File: config.mk
export PLATFORM = sky130hd
export DESIGN_NAME = perclk_prescaler
export DESIGN_NICKNAME = d
export VERILOG_FILES = /design/src/rtl/psc_pkg.sv /design/src/rtl/psc_counter.sv /design/src/rtl/psc_cpu_phase.sv /design/src/rtl/psc_ctrl_reg.sv /design/src/rtl/psc_tap_gate.sv /design/src/rtl/perclk_prescaler.sv
export SDC_FILE = /design/constraint.sdc
export NUM_CORES = 1
export LEC_CHECK = 0
export CORE_MARGIN = 4
export CORE_UTILIZATION = 45
export CTS_BUF_LIST = sky130_fd_sc_hd__clkbuf_8
export DETAILED_ROUTE_END_ITERATION = 8
export DONT_BUFFER_PORTS = 1
export PLACE_DENSITY = 0.63
export SKIP_CTS_REPAIR_TIMING = 1
export SKIP_LAST_GASP = 1
export SYNTH_ARGS = -nofsm -noshare
export SYNTH_HDL_FRONTEND = slang
export SYNTH_SLANG_ARGS = --single-unit
File: constraint.sdc
create_clock -name clk_in -period 1.58 [get_ports clk_in]
set_input_delay 0.237 -clock clk_in [delete_from_list [all_inputs] [get_ports clk_in]]
set_output_delay 0.237 -clock clk_in [all_outputs]
set_load 0.05 [all_outputs]
File: src/rtl/psc_pkg.sv
package psc_pkg;
    typedef enum logic {
        GATE_RUN  = 1'b0,
        GATE_HALT = 1'b1
    } gate_state_t;

    typedef enum logic {
        PH_LOW  = 1'b0,
        PH_HIGH = 1'b1
    } cpu_phase_t;
endpackage

File: src/rtl/psc_counter.sv
module psc_counter #(
    parameter int CNT_W = 12
) (
    input  logic             clk,
    input  logic             rst_n,
    output logic [CNT_W-1:0] cnt_q
);
    logic armed;

    always_ff @(posedge clk) begin
        if (!rst_n) begin
            cnt_q <= '0;
            armed <= 1'b0;
        end else begin
            cnt_q <= cnt_q + 1'b1;
            armed <= 1'b1;
        end
    end

    // the count advances every cycle, gated or not
    assert_count_step_R7: assert property (@(posedge clk) disable iff (!rst_n)
        armed |-> cnt_q == CNT_W'($past(cnt_q) + 1'b1));
endmodule

File: src/rtl/psc_cpu_phase.sv
module psc_cpu_phase
    import psc_pkg::*;
(
    input  logic clk,
    input  logic rst_n,
    output logic cpu_ce
);
    cpu_phase_t state_q, state_d;
    logic armed;

    always_ff @(posedge clk) begin
        if (!rst_n) begin
            state_q <= PH_LOW;
            armed   <= 1'b0;
        end else begin
            state_q <= state_d;
            armed   <= 1'b1;
        end
    end

    always_comb begin
        state_d = state_q;
        unique case (state_q)
            PH_LOW:  state_d = PH_HIGH;
            PH_HIGH: state_d = PH_LOW;
        endcase
    end

    always_comb begin
        cpu_ce = (state_q == PH_HIGH);
    end

    assert_cpu_toggle_R2: assert property (@(posedge clk) disable iff (!rst_n)
        armed |-> cpu_ce != $past(cpu_ce));
endmodule

File: src/rtl/psc_ctrl_reg.sv
module psc_ctrl_reg
    import psc_pkg::*;
#(
    parameter int              ADDR_W    = 8,
    parameter int              DATA_W    = 8,
    parameter logic [ADDR_W-1:0] CTRL_ADDR = 8'hC7,
    parameter int              EN_BIT    = 4,
    parameter logic [DATA_W-1:0] CTRL_RST  = 8'h37,
    parameter logic [DATA_W-1:0] IMPL_MASK = 8'h3F
) (
    input  logic              clk,
    input  logic              rst_n,
    input  logic [ADDR_W-1:0] wr_addr,
    input  logic [DATA_W-1:0] wr_data,
    input  logic              wr_en,
    output logic [DATA_W-1:0] ctrl_q,
    output logic              gate_on
);
    gate_state_t       state_q, state_d;
    logic [DATA_W-1:0] bits_q;
    logic              hit;

    assign hit = wr_en && (wr_addr == CTRL_ADDR);

    always_ff @(posedge clk) begin
        if (!rst_n) begin
            state_q <= CTRL_RST[EN_BIT] ? GATE_RUN : GATE_HALT;
            bits_q  <= CTRL_RST & IMPL_MASK;
        end else begin
            state_q <= state_d;
            if (hit) bits_q <= wr_data & IMPL_MASK;
        end
    end

    always_comb begin
        state_d = state_q;
        unique case (state_q)
            GATE_RUN:  if (hit && !wr_data[EN_BIT]) state_d = GATE_HALT;
            GATE_HALT: if (hit &&  wr_data[EN_BIT]) state_d = GATE_RUN;
        endcase
    end

    always_comb begin
        gate_on        = (state_q == GATE_RUN);
        ctrl_q         = bits_q;
        ctrl_q[EN_BIT] = gate_on;
    end

    assert_write_load_R5: assert property (@(posedge clk) disable iff (!rst_n)
        hit |=> ctrl_q == ($past(wr_data) & IMPL_MASK));
    assert_upper_zero_R5: assert property (@(posedge clk) disable iff (!rst_n)
        (ctrl_q & ~IMPL_MASK) == '0);
    assert_ignore_write_R8: assert property (@(posedge clk) disable iff (!rst_n)
        !hit |=> $stable(ctrl_q));
endmodule

File: src/rtl/psc_tap_gate.sv
module psc_tap_gate #(
    parameter int CNT_W    = 12,
    parameter int NUM_TAPS = CNT_W + 1
) (
    input  logic                clk,
    input  logic                rst_n,
    input  logic [CNT_W-1:0]    cnt_q,
    input  logic                gate_on,
    output logic [NUM_TAPS-1:0] tap_ce
);
    genvar k;
    generate
        for (k = 0; k < NUM_TAPS; k++) begin : g_tap
            if (k == 0) begin : g_undiv
                assign tap_ce[k] = gate_on;
            end else begin : g_div
                assign tap_ce[k] = gate_on & (&cnt_q[k-1:0]);
            end
            if (k >= 2) begin : g_nest
                // a slower tap fires only together with the next faster one
                assert_tap_nest_R4: assert property (@(posedge clk) disable iff (!rst_n)
                    tap_ce[k] |-> tap_ce[k-1]);
            end
        end
    endgenerate
endmodule

File: src/rtl/perclk_prescaler.sv
module perclk_prescaler #(
    parameter int                CNT_W     = 12,
    parameter int                ADDR_W    = 8,
    parameter int                DATA_W    = 8,
    parameter logic [ADDR_W-1:0] CTRL_ADDR = 8'hC7,
    parameter int                EN_BIT    = 4,
    parameter logic [DATA_W-1:0] CTRL_RST  = 8'h37,
    parameter logic [DATA_W-1:0] IMPL_MASK = 8'h3F,
    localparam int               NUM_TAPS  = CNT_W + 1
) (
    input  logic                clk_in,
    input  logic                rst_n,
    input  logic [ADDR_W-1:0]   wr_addr,
    input  logic [DATA_W-1:0]   wr_data,
    input  logic                wr_en,
    output logic                cpu_ce,
    output logic [NUM_TAPS-1:0] tap_ce,
    output logic [DATA_W-1:0]   ctrl_q
);
    logic [CNT_W-1:0] cnt_q;
    logic             gate_on;

    psc_counter #(.CNT_W(CNT_W)) i_counter (
        .clk   (clk_in),
        .rst_n (rst_n),
        .cnt_q (cnt_q)
    );

    psc_cpu_phase i_cpu_phase (
        .clk    (clk_in),
        .rst_n  (rst_n),
        .cpu_ce (cpu_ce)
    );

    psc_ctrl_reg #(
        .ADDR_W    (ADDR_W),
        .DATA_W    (DATA_W),
        .CTRL_ADDR (CTRL_ADDR),
        .EN_BIT    (EN_BIT),
        .CTRL_RST  (CTRL_RST),
        .IMPL_MASK (IMPL_MASK)
    ) i_ctrl (
        .clk     (clk_in),
        .rst_n   (rst_n),
        .wr_addr (wr_addr),
        .wr_data (wr_data),
        .wr_en   (wr_en),
        .ctrl_q  (ctrl_q),
        .gate_on (gate_on)
    );

    psc_tap_gate #(.CNT_W(CNT_W), .NUM_TAPS(NUM_TAPS)) i_taps (
        .clk     (clk_in),
        .rst_n   (rst_n),
        .cnt_q   (cnt_q),
        .gate_on (gate_on),
        .tap_ce  (tap_ce)
    );

    assert_cpu_count_R2: assert property (@(posedge clk_in) disable iff (!rst_n)
        cpu_ce == cnt_q[0]);
    assert_tap0_run_R3: assert property (@(posedge clk_in) disable iff (!rst_n)
        ctrl_q[EN_BIT] |-> tap_ce[0]);
    assert_halt_quiet_R6: assert property (@(posedge clk_in) disable iff (!rst_n)
        !ctrl_q[EN_BIT] |-> tap_ce == '0);
endmodule

==> metrics.cfg <==
[run_status]
outcome = finished, violations left
failed_checks = negative setup slack

[sta]
hold_violations = 0
skew_ns = 0.00117
setup-violations-final = 8
period_share_pct = 110
slew_headroom_pct = 65.0
finalCriticalPeriod_ns = 1.73
setup_ws_ns = -0.151
whs_ns = 0.105
max_freq_mhz = 578
rsz0062_at_grt = yes
tightestPinTransition_ns = 0.521
slew_violations = 0

[die]
die-height_um = 53.5
start_util_pct = 47.4
std_cell_rows = 16
dieArea_sq_um = 2860
io_pins = 41
coreArea_sq_um = 1960
die_x_um = 53.5

[logic_synthesis]
synth.distinct_cells = 30
syn-mean-instance-area_sq_um = 8.85
synth_top_area_cell = dfxtp_1
yosys-top-cells-area = dfxtp_1 (41%), mux2i_1 (6.5%), ha_1 (5.4%)
synth_top_area_share_pct = 40.9
seq_area_frac_synth_pct = 40.9
ys_seq_elements = 19
netlist_area_sq_um = 930
yosys_warnings = 0
syn_inst = 105

[setup_path]
worstPathArrival_ns = 1.49
reg2regPathDepth = 6
required_ns = 1.34
crit_type = register to output pin
end_kind = output pin
path_max_fanout = 5
reg2reg_slack_ns = 0.01
start_kind = register
slowest_delay_ns = 0.36
reg2reg_from = i_counter.cnt_q[0]
slowest_stage = dfxtp_2
reg2reg_to = i_counter.cnt_q[7]
crit_chain = ha_4, nand3_4, nor3_2, ha_2, nor2b_4, buf_12
startpoint = i_counter.cnt_q[0]

[global_route]
antenna_found_initial = 0
grt_pass1_vias = 775
grt_max_degree = 18
grt_pass1_wl_mm = 3.25
grt_usage_pct = 15.5
overflow = 0

[clock_network]
cts_buffers = 3
cts-root-buf = clkbuf_8
cts_sinks = 19
clk_latency_ns = 0.25
cts_tree = done
cts.reportedPaths.clkPinSlew_ns = 0.07
htreeDepth = 1
clockBufferDepth = 2

[hold_path]
hold_path.class = primary input to register
min_to = i_counter.cnt_q[8]
min-delay-start = rst_n
hold_depth = 1

[job]
cap_violations = 0

[drt]
drt_iter0_drc = 6
drt_wl_total_mm = 2.05
postRouteAntennaNets = 0
via_per_inst = 5.25
remaining_drc_errors = 0
dr.pass1.iters = 4
wire_per_inst_um = 13.3
via_count = 809

[final_layout]
layout_common_cells = buf_4 (16), dfxtp_1 (15), nor2_1 (11)
fill_cells = 189
regArea_sq_um = 388
fin_area_sq_um = 1320
final_common_cell = buf_4
multi_input_area_sq_um = 597
n_antenna_cell = 0
drive_above_1_share_pct = 37.8
layout.nets = 151
area_growth_pct = 41.6

[placement]
dpl_cell_area_sq_um = 1180
io_buffers = 0
dp_hpwl_mm = 1.50
gp_congestion = 0.751

[pwr]
power_density_nw_per_um2 = 683
ir_drop_uv = 496
p_leak_uw = 0.000482

power by group:
| group | internal (uW) | leakage (uW) | total, uW | switching (uW) |
|---|---|---|---|---|
| Sequential | 488 | 0.000156 | 504 | 15.6 |
| Combinational | 26.4 | 0.000299 | 69.8 | 43.4 |
| Clock | 172 | 0.0000269 | 326 | 153 |
| Total | 687 | 0.000482 | 899 | 212 |
routing by layer:
| metal | routed length, um | GRT usage (%) | vias up | share of wire, % |
|---|---|---|---|---|
| met3 | 104 | 3.94 | 4 | 5.1 |
| met2 | 1070 | 28.6 | 20 | 52 |
| met1 | 850 | 16.5 | 376 | 42 |
| li1 | - | - | 409 | - |
| met5 | 0 | 0 | - | 0 |
| met4 | 26 | 6.38 | 0 | 1.3 |
cells in the mapped netlist (all sizes together):
cell,count
dfxtp,19
nor2,12
nand2,7
a21oi,6
mux2i,6
and2,5
buf,5
nor2b,5
ha,4
nand3,4
inv,3
nand4,3
nor4,3
o21ai,3
o31ai,3
or3,3
or4,3
and4,2
nor3,2
and3,1
clkbuf,1
clkinv,1
conb,1
nand2b,1
nand4bb,1
xor2,1
worst max-delay path: cells and delay by family (launching register included):
family | cells | cell delay (ns)
fa+ha+maj | 2 | 0.35
buf+inv | 1 | 0.14
flops | 1 | 0.36
simple gates | 3 | 0.41
how the worst max path moves through the flow:
stage / depth (start not counted) / end
after floorplan: 4 / tap_ce[12]
after global placement: 6 / tap_ce[9]
after detailed placement: 6 / tap_ce[9]
after CTS: 6 / tap_ce[9]
after global routing: 6 / tap_ce[9]
final: 6 / tap_ce[9]
cell families after synthesis:
kind of cell    after synthesis  synth area share (%)
compound gates               12                  7.27
xor+xnor                      1                 0.942
fa+ha+maj                     4                  5.38
buf+inv                      10                  5.65
flops                        19                  40.9
mux                           6                  6.46
other cells                   1                 0.403
simple gates                 52                  33.0
final cells by class:
type	count	area share, %
Multi-Input combinational cell	77	45.3
Sequential cell	19	29.5
Timing Repair Buffer	23	18.1
Clock buffer	3	3.14
Tap cell	27	2.57
Inverter	4	1.14
Clock inverter	1	0.285
metrics by stage:
| step | instances | utilization, % | setup slack, ns | TNS (ns) | total power, uW |
|---|---|---|---|---|---|
| global placement | 143 | 60.4 | 0.0482 | 0 | 576 |
| CTS | 147 | 62.7 | -0.260 | -1.48 | 904 |
| global route | 154 | 67.1 | -0.237 | -1.35 | 950 |
| finish | 154 | 67.1 | -0.151 | -0.640 | 899 |
| detailed placement | 143 | 60.4 | 0.0190 | 0 | 577 |
| floorplan | 106 | - | -0.303 | -0.858 | 568 |
flip-flops by register name, indices dropped and copies added, names as in the netlist, named ones only:
name / flops
i_counter.cnt_q: 12
i_ctrl.bits_q: 5
i_cpu_phase.cpu_ce: 1
Power figures use the tool's default switching activity.
